==> config.mk <==
export PLATFORM = sky130hd
export DESIGN_NAME = i2c_ctl_reg
export DESIGN_NICKNAME = d
export VERILOG_FILES = /design/src/rtl/i2cc_pkg.sv /design/src/rtl/i2cc_event_in.sv /design/src/rtl/i2cc_part_fsm.sv /design/src/rtl/i2cc_line_drv.sv /design/src/rtl/i2c_ctl_reg.sv
export SDC_FILE = /design/constraint.sdc
export NUM_CORES = 1
export LEC_CHECK = 0
export BUFFER_PORTS_ARGS = -buffer_cell sky130_fd_sc_hd__buf_2
export CAP_MARGIN = 20
export CORE_MARGIN = 2
export CORE_UTILIZATION = 45
export CTS_BUF_LIST = sky130_fd_sc_hd__clkbuf_4 sky130_fd_sc_hd__clkbuf_8
export DETAILED_ROUTE_END_ITERATION = 8
export PLACE_DENSITY = 0.92
export SYNTH_ARGS = -nofsm -noshare
export SYNTH_HDL_FRONTEND = slang
export SYNTH_SLANG_ARGS = --single-unit
==> constraint.sdc <==
create_clock -name clk -period 1.45 [get_ports clk]
set_input_delay 0.145 -clock clk [delete_from_list [all_inputs] [get_ports clk]]
set_output_delay 0.145 -clock clk [all_outputs]
set_load 0.02 [all_outputs]
==> src/rtl/i2cc_pkg.sv <==
package i2cc_pkg;
   localparam int CTL_W   = 8;
   localparam int B_EN    = 7;
   localparam int B_REL   = 6;
   localparam int B_WREL  = 5;
   localparam int B_STIE  = 4;
   localparam int B_WTIM  = 3;
   localparam int B_ACKE  = 2;
   localparam int B_STRT  = 1;
   localparam int B_STP   = 0;

   localparam int NUM_EV  = 4;
   localparam int EV_START = 0;
   localparam int EV_STOP  = 1;
   localparam int EV_ADDR  = 2;
   localparam int EV_EXT   = 3;

   typedef enum logic [1:0] {
      PS_OFF      = 2'd0,
      PS_ACTIVE   = 2'd1,
      PS_DETACHED = 2'd2,
      PS_ARMED    = 2'd3
   } part_st_t;
endpackage

==> src/rtl/i2cc_event_in.sv <==
module i2cc_event_in #(
   parameter int N         = 4,
   parameter int STAGES    = 0,
   parameter logic [N-1:0] EDGE_MASK = '0
) (
   input  logic         clk,
   input  logic         rst_n,
   input  logic [N-1:0] ev_in,
   output logic [N-1:0] ev_out
);
   logic [N-1:0] ev_sync;
   logic [N-1:0] ev_prev;

   generate
      if (STAGES == 0) begin : g_direct
         assign ev_sync = ev_in;
      end else begin : g_sync
         logic [N-1:0] chain [STAGES];
         always_ff @(posedge clk or negedge rst_n) begin
            if (!rst_n) begin
               for (int s = 0; s < STAGES; s++) chain[s] <= '0;
            end else begin
               chain[0] <= ev_in;
               for (int s = 1; s < STAGES; s++) chain[s] <= chain[s-1];
            end
         end
         assign ev_sync = chain[STAGES-1];
      end
   endgenerate

   always_ff @(posedge clk or negedge rst_n) begin
      if (!rst_n) ev_prev <= '0;
      else        ev_prev <= ev_sync;
   end

   generate
      for (genvar i = 0; i < N; i++) begin : g_bit
         if (EDGE_MASK[i]) begin : g_edge
            assign ev_out[i] = ev_sync[i] & ~ev_prev[i];
         end else begin : g_level
            assign ev_out[i] = ev_sync[i];
         end
      end
   endgenerate
endmodule

==> src/rtl/i2cc_part_fsm.sv <==
module i2cc_part_fsm
   import i2cc_pkg::*;
(
   input  logic clk,
   input  logic rst_n,
   input  logic en_nxt,
   input  logic release_cmd,
   input  logic start_rise,
   input  logic stop_rise,
   input  logic addr_hit,
   input  logic ext_hit,
   output logic active
);
   part_st_t st_q, st_d;

   always_comb begin
      st_d = st_q;
      if (!en_nxt) begin
         st_d = PS_OFF;
      end else if (release_cmd) begin
         st_d = PS_DETACHED;
      end else begin
         unique case (st_q)
            PS_OFF:      st_d = PS_ACTIVE;
            PS_ACTIVE:   st_d = PS_ACTIVE;
            PS_DETACHED: begin
               if (stop_rise)       st_d = PS_ACTIVE;
               else if (start_rise) st_d = PS_ARMED;
            end
            PS_ARMED: begin
               if (stop_rise || addr_hit || ext_hit) st_d = PS_ACTIVE;
            end
            default:     st_d = PS_OFF;
         endcase
      end
   end

   always_ff @(posedge clk or negedge rst_n) begin
      if (!rst_n) st_q <= PS_OFF;
      else        st_q <= st_d;
   end

   assign active = (st_q == PS_ACTIVE);
endmodule

==> src/rtl/i2cc_line_drv.sv <==
module i2cc_line_drv (
   input  logic clk,
   input  logic rst_n,
   input  logic en,
   input  logic active,
   input  logic wait_req,
   input  logic wait_release,
   input  logic scl_tx_low,
   input  logic sda_tx_low,
   output logic scl_oe,
   output logic sda_oe
);
   logic wait_hold;

   always_ff @(posedge clk or negedge rst_n) begin
      if (!rst_n)                             wait_hold <= 1'b0;
      else if (!en || !active || wait_release) wait_hold <= 1'b0;
      else if (wait_req)                      wait_hold <= 1'b1;
   end

   assign scl_oe = ~en | (active & (wait_hold | scl_tx_low));
   assign sda_oe = ~en | (active & sda_tx_low);
endmodule

==> src/rtl/i2c_ctl_reg.sv <==
module i2c_ctl_reg
   import i2cc_pkg::*;
#(
   parameter int CTL_BITS    = 8,
   parameter int NUM_FLAGS   = 8,
   parameter int SYNC_STAGES = 0
) (
   input  logic                 clk,
   input  logic                 rst_n,
   input  logic                 wr_en,
   input  logic [CTL_BITS-1:0]  wr_data,
   output logic [CTL_BITS-1:0]  rd_data,
   input  logic                 start_det,
   input  logic                 stop_det,
   input  logic                 addr_match,
   input  logic                 ext_code,
   input  logic                 wait_req,
   input  logic                 scl_tx_low,
   input  logic                 sda_tx_low,
   output logic                 scl_oe,
   output logic                 sda_oe,
   output logic                 wait_rel_pulse,
   output logic                 stop_irq,
   output logic [NUM_FLAGS-1:0] flag_clr,
   output logic                 stat_preset,
   output logic                 wait_tim,
   output logic                 ack_en,
   output logic                 start_req,
   output logic                 stop_req
);
   localparam logic [NUM_EV-1:0] EDGE_SEL = NUM_EV'((1 << EV_START) | (1 << EV_STOP));

   generate
      if (CTL_BITS != CTL_W) begin : g_bad_width
         $error("i2c_ctl_reg: CTL_BITS must equal %0d", CTL_W);
      end
      if (NUM_FLAGS < 1) begin : g_bad_flags
         $error("i2c_ctl_reg: NUM_FLAGS must be at least 1");
      end
      if (SYNC_STAGES < 0 || SYNC_STAGES > 4) begin : g_bad_sync
         $error("i2c_ctl_reg: SYNC_STAGES must be 0 to 4");
      end
   endgenerate

   logic [CTL_BITS-1:0] ctl_q, ctl_d;
   logic                release_cmd, wrel_cmd;
   logic [NUM_EV-1:0]   ev_raw, ev;
   logic                active;
   logic                irq_q;

   // Command decode uses the enable being written
   assign release_cmd = wr_en & wr_data[B_EN] & wr_data[B_REL];
   assign wrel_cmd    = wr_en & wr_data[B_EN] & wr_data[B_WREL];

   always_comb begin
      ctl_d         = ctl_q;
      ctl_d[B_REL]  = 1'b0;
      ctl_d[B_WREL] = 1'b0;
      if (wr_en) begin
         ctl_d = wr_data;
         if (!wr_data[B_EN]) begin
            ctl_d[B_REL]  = 1'b0;
            ctl_d[B_WREL] = 1'b0;
            ctl_d[B_STIE] = 1'b0;
         end
         if (release_cmd) begin
            ctl_d[B_STRT] = 1'b0;
            ctl_d[B_STP]  = 1'b0;
         end
      end
   end

   always_ff @(posedge clk or negedge rst_n) begin
      if (!rst_n) ctl_q <= '0;
      else        ctl_q <= ctl_d;
   end

   assign ev_raw[EV_START] = start_det;
   assign ev_raw[EV_STOP]  = stop_det;
   assign ev_raw[EV_ADDR]  = addr_match;
   assign ev_raw[EV_EXT]   = ext_code;

   i2cc_event_in #(
      .N         (NUM_EV),
      .STAGES    (SYNC_STAGES),
      .EDGE_MASK (EDGE_SEL)
   ) u_events (
      .clk    (clk),
      .rst_n  (rst_n),
      .ev_in  (ev_raw),
      .ev_out (ev)
   );

   i2cc_part_fsm u_part (
      .clk         (clk),
      .rst_n       (rst_n),
      .en_nxt      (ctl_d[B_EN]),
      .release_cmd (release_cmd),
      .start_rise  (ev[EV_START]),
      .stop_rise   (ev[EV_STOP]),
      .addr_hit    (ev[EV_ADDR]),
      .ext_hit     (ev[EV_EXT]),
      .active      (active)
   );

   i2cc_line_drv u_lines (
      .clk          (clk),
      .rst_n        (rst_n),
      .en           (ctl_q[B_EN]),
      .active       (active),
      .wait_req     (wait_req),
      .wait_release (wrel_cmd),
      .scl_tx_low   (scl_tx_low),
      .sda_tx_low   (sda_tx_low),
      .scl_oe       (scl_oe),
      .sda_oe       (sda_oe)
   );

   always_ff @(posedge clk or negedge rst_n) begin
      if (!rst_n) irq_q <= 1'b0;
      else        irq_q <= ctl_q[B_EN] & ctl_q[B_STIE] & ev[EV_STOP];
   end

   assign rd_data        = ctl_q;
   assign stop_irq       = irq_q;
   assign wait_rel_pulse = ctl_q[B_WREL];
   assign flag_clr       = {NUM_FLAGS{ctl_q[B_REL]}};
   assign stat_preset    = ~ctl_q[B_EN];
   assign wait_tim       = ctl_q[B_WTIM];
   assign ack_en         = ctl_q[B_ACKE];
   assign start_req      = ctl_q[B_STRT];
   assign stop_req       = ctl_q[B_STP];
endmodule


==> key figures, run 1 <==
Status
  • Status: finished clean

Placed design
  • Port Buf Inserts: 42
  • Setup WS pre-CTS: roughly 0.4 ns
  • Hpwl dp: ~950 microns
  • Global placement routability congestion: 0.746
  • DP Area: between 700 and 800 sq um

STA
  • Post-route setup TNS: 0 ns
  • Worst slew margin: 0.791
  • Clk_skew: ~0.0056 ns
  • Post-layout minimum cycle time: 1.34 ns
  • Fin crit share: 0.925
  • Worst setup margin: ~0.11 ns
  • Fmax: around 750 MHz
  • Worst Max-Slew Pin Slew: between 0.3 and 0.4 ns
  • Unrepaired setup endpoints after global routing: false
  • Final slew viol count: 0
  • Final hold vios: 0
  • Final setup violation count: 0
  • Fin Hold WS: 0.103 ns

Yosys
  • Ys Warns: 0
  • Post-synthesis area per instance: around 11 sq um
  • Synth Instances: between 50 and 60
  • Distinct cells, synth: 18
  • Post-synth EDFFs: 0
  • Top_reg_cell synth: dfrtp_1
  • Post-Syn Area: roughly 660 sq um
  • Post-Syn Nets: 77
  • Seq cells post-synth: 14
  • Asr flop ratio synth: 1.00
  • Post-synthesis sequential area ratio: 0.532

Finish
  • Antenna diode count: 0
  • Final #Nets: around 110
  • Fin area: 837 sq um
  • Most common cell after layout, fill and taps aside: buf_2
  • Layout area overhead: 27.2%
  • Commonest non-fill, non-tap cells in the layout: buf_2, dfrtp_1, inv_1, o21ai_0
  • Layout cells sized above 1: 0.559

Critical path
  • Startpoint types: flop
  • Largest stage delay, worst path: a little over 0.4 ns
  • CP Buf/Inv Count: 1
  • Cell family with most CP delay: flip-flops
  • Slowest stage cell, crit path: dfrtp_1
  • Worst R2R Setup Slack: ~0.50 ns
  • Worst setup path category: reg -> out
  • Worst-path fanout max: 3
  • CP Cell Sequence: nand2b_1, o21ai_0, buf_2
  • Worst EP arrival: between 1 and 1.5 ns
  • Critical Path RT: between 1 and 1.5 ns
  • CP endpoint kind: primary output

Min path
  • HP Class: in -> reg

Global routing
  • Antenna violations before repair: 0
  • First-pass GRT wire length: roughly 2.1 mm
  • Largest net degree at the start of global routing: 15
  • Vias in the first global route: 491
  • Gr ovfl total: 0
  • All-layer global routing usage: 0.162

Power and ir drop
  • Power density cells: between 1000 and 1500 nW/um^2
  • Pleak: around 0.49 nW
  • Worst vdd ir: around 530 uV

Drt
  • Wirelength per Cell: 11.8 microns
  • Final ANT Viol Nets: 0
  • Pre-antenna DRT Iters: 4
  • Via density: between 4 and 5
  • Drc violations: 0
  • Drt initial violations: 4
  • Detailed Route WL: 1.27 mm
  • Via count: between 500 and 600

Clock tree
  • Worst skew pair latency: roughly 0.27 ns
  • CTS clk-pin slew, worst paths: around 0.08 ns
  • CTS tree: yes
  • Post-CTS setup buffer count: 0
  • H-tree levels: 1
  • CTS sink cnt: 14
  • Root Driver: clkbuf_4
  • Max Buffers Root-to-Sink: 2
  • CTS Buf Count: 3

Job
  • MaxCap Viol Count: 0

Die
  • Num ports: between 40 and 50
  • Die ar.: ~1800 sq um
  • Die height: roughly 42 microns
  • Initial core utilization: 0.493
  • Core area: ~1300 sq um
  • Rows: 13
  • Die width: roughly 42 microns
cell families (layout without fill, tap and decap cells):
family          Yosys count  after routing  share of synthesized area
compound gates            8              8                     0.0760
buf+inv                  20             54                      0.205
flops                    14             14                      0.532
mux                       5              5                     0.0874
simple gates             12             12                     0.0988
path summary, 6_finish.rpt:
kind / from / to / depth (start not counted)
worst max-delay path: u_part.st_q[1] / scl_oe / 3
worst min-delay path: wr_data[3] / rd_data[3] / 2
worst max register to register: rd_data[7] / u_part.st_q[1] / 2
worst min register to register: u_part.st_q[1] / u_part.st_q[0] / 1
max in group asynchronous: rst_n / rd_data[5] / 2
min in group asynchronous: rst_n / u_events.ev_prev[0] / 2
cell type report:
| type | count | area, sq um |
|---|---|---|
| Timing Repair Buffer | 45 | 240 |
| Multi-Input combinational cell | 25 | 173 |
| Inverter | 5 | 18.8 |
| Sequential cell | 14 | 350 |
| Fill cell | 113 | 497 |
| Tap cell | 15 | 18.8 |
| Clock buffer | 4 | 36.3 |
what timing repair did:
action | in CTS | in global routing
hold buffers | 3 | 0
endpoints found under the hold margin | 16 | 0
resized for setup | 0 | 0
synthesized netlist by cell type, types with 2 or more instances:
cell | count | share of area
nor2_1 | 3 | 0.017
mux2i_1 | 2 | 0.030
inv_1 | 5 | 0.029
dfrtp_1 | 14 | 0.53
nand2b_1 | 2 | 0.019
mux2_2 | 2 | 0.034
nand3_1 | 3 | 0.023
buf_4 | 14 | 0.16
o21ai_0 | 5 | 0.038
power by group:
group / internal (W) / switching [W] / leakage, nW / total (W)
Clock: 0.000152 / 0.000119 / 0.0210 / 0.000271
Combinational: 0.0000823 / 0.000127 / 0.288 / 0.000210
Sequential: 0.000419 / 0.0000193 / 0.176 / 0.000438
Total: 0.000653 / 0.000265 / 0.485 / 0.000919
routing by layer:
| metal | track usage | wire length [microns] | up-vias |
|---|---|---|---|
| met1 | 0.164 | 510 | 232 |
| met3 | 0.0431 | 87 | 2 |
| met5 | 0 | 0 | - |
| li1 | - | - | 247 |
| met4 | 0.0938 | 11 | 0 |
| met2 | 0.292 | 661 | 23 |
flip-flops by register name (all words and copies together) (netlist names):
name / flops
rd_data: 8
u_part.st_q: 2
stop_irq: 1
u_events.ev_prev: 2
u_lines.wait_hold: 1
stage by stage:
step | util | instances | total power, W
finish | 0.628 | 108 | 0.000919
floorplan | - | 59 | 0.000598
global placement | 0.578 | 101 | 0.000646
CTS | 0.628 | 108 | 0.000935
detailed placement | 0.578 | 101 | 0.000651
global route | 0.628 | 108 | 0.000982
No activity file was read; power rests on OpenSTA's default activity.
==> inputs of run 2 (changes only) <==
CORE_UTILIZATION = 40   (was 45)
CTS_BUF_LIST = sky130_fd_sc_hd__clkbuf_16   (was sky130_fd_sc_hd__clkbuf_4 sky130_fd_sc_hd__clkbuf_8)
PLACE_DENSITY = 0.84   (was 0.92)
clock period = 1.31 ns   (was 1.45 ns; I/O delays follow)
==> key figures, run 2 (same netlist as run 1, synthesis figures left out) <==
Status
  • Status: finished clean

STA
  • Fin crit share: 0.964
  • Post-route setup TNS: 0 ns
  • Fin Hold WS: around 0.013 ns
  • Worst slew margin: 0.800
  • Final setup violation count: 0
  • Worst Max-Slew Pin Slew: around 0.3 ns
  • Post-layout minimum cycle time: 1.26 ns
  • Clk_skew: 0.00395 ns
  • Unrepaired setup endpoints after global routing: false
  • Final slew viol count: 0
  • Fmax: 792 MHz
  • Final hold vios: 0

Critical path
  • CP Buf/Inv Count: 1
  • Startpoint types: flop
  • Worst setup path category: reg -> out
  • Largest stage delay, worst path: approximately 0.40 ns
  • CP Cell Sequence: nand2b_4, o21ai_0, buf_2
  • Worst-path fanout max: 3
  • CP endpoint kind: primary output
  • Slowest stage cell, crit path: dfrtp_1
  • Critical Path RT: between 1 and 1.5 ns
  • Worst EP arrival: about 1.1 ns
  • Cell family with most CP delay: flip-flops

Clock tree
  • CTS sink cnt: 14
  • Max Buffers Root-to-Sink: 2
  • CTS clk-pin slew, worst paths: approximately 0.050 ns
  • Worst skew pair latency: 0.24 ns
  • CTS tree: yes
  • Root Driver: clkbuf_16
  • CTS Buf Count: 3
  • H-tree levels: 1

Drt
  • Final ANT Viol Nets: 0
  • Detailed Route WL: roughly 1.2 mm
  • Drt initial violations: 3
  • Via count: just over 500
  • Drc violations: 0
  • Met2 WL post-DR: approximately 660 microns
  • Wirelength per Cell: roughly 12 microns
  • Via density: 4.80
  • Top layer in use: met4
  • Met3 wire len: between 80 and 90 microns
  • Wl on met1: 479 microns
  • Pre-antenna DRT Iters: 3

Finish
  • Register area: roughly 350 sq um
  • Layout cells sized above 1: 0.571
  • Filler cell count: ~130
  • Final #Nets: 110
  • Commonest non-fill, non-tap cells in the layout: buf_2, dfrtp_1, inv_1, o21ai_0
  • Multi-input gate area: around 180 sq um
  • Layout area overhead: 31.9%
  • Max reg flops: 8
  • Antenna diode count: 0
  • Most common cell after layout, fill and taps aside: buf_2
  • Fin area: 868 sq um

Placed design
  • DP Area: approximately 770 sq um
  • Hpwl dp: slightly above 1 mm
  • Port Buf Inserts: 42
  • Global placement routability congestion: approximately 0.78

Die
  • Rows: 14
  • Die ar.: slightly below 2000 sq um
  • Num ports: 43
  • Core area: roughly 1500 sq um
  • Initial core utilization: 0.432
  • Die width: roughly 45 microns
  • Die height: around 45 microns

Power and ir drop
  • Worst vdd ir: roughly 840 uV
  • Pleak: 0.496 nW
  • Power density cells: between 1000 and 1500 nW/um^2

Global routing
  • First-pass GRT wire length: slightly above 2 mm
  • Antenna violations before repair: 0
  • Largest net degree at the start of global routing: 15
  • Gr ovfl total: 0
  • Vias in the first global route: between 400 and 500
  • All-layer global routing usage: 0.147

Min path
  • HP Class: in -> reg

Job
  • MaxCap Viol Count: 0
run 2: what timing repair did:
| item | 4_1_cts | 5_1_grt |
|---|---|---|
| hold buffers | 1 | 0 |
| setup endpoints to repair | 0 | 2 |
| endpoints found under the hold margin | 14 | 0 |
| resized for setup | 0 | 1 |
| setup buffers | 0 | 0 |
run 2: per-layer routing:
metal / GRT usage / vias to the layer above
met3: 0.0367 / 2
met1: 0.164 / 246
met5: 0 / -
met2: 0.249 / 22
li1: - / 244
met4: 0.0909 / 0
run 2: area by class of cell:
class / count / share of cell area
multi-input combinational: 25 / 0.207
sequential: 14 / 0.403
clock inverter: 1 / 0.00432
clock buffer: 3 / 0.0865
timing repair buffer: 43 / 0.254
inverter: 5 / 0.0216
tap: 16 / 0.0231
run 2: through the flow:
| stage | util | setup slack (ns) | total power [W] | cells |
|---|---|---|---|---|
| 2_1_floorplan | - | 0.126 | 0.000662 | 59 |
| 5_1_grt | 0.570 | 0.00687 | 0.00135 | 107 |
| 4_1_cts | 0.565 | 0.00413 | 0.00129 | 107 |
| 6_report | 0.570 | 0.0476 | 0.00128 | 107 |
| 3_3_place_gp | 0.507 | 0.298 | 0.000716 | 102 |
| 3_5_place_dp | 0.507 | 0.261 | 0.000723 | 102 |
run 2: where the power goes:
group / internal, W / switching, W
combinational: 0.0000902 / 0.000141
sequential: 0.000466 / 0.0000245
clock: 0.000402 / 0.000156
run 2: path summary, 6_finish.rpt:
path	slack, ns	cells past startpoint	to	startpoint
min	0.01	1	u_events.ev_prev[1]	stop_det
min in group asynchronous	0.32	2	rd_data[5]	rst_n
min reg2reg	0.52	1	rd_data[3]	rd_data[3]
max	0.05	3	scl_oe	u_part.st_q[1]
max in group asynchronous	0.76	2	rd_data[1]	rst_n
max reg2reg	0.34	2	u_part.st_q[1]	rd_data[7]
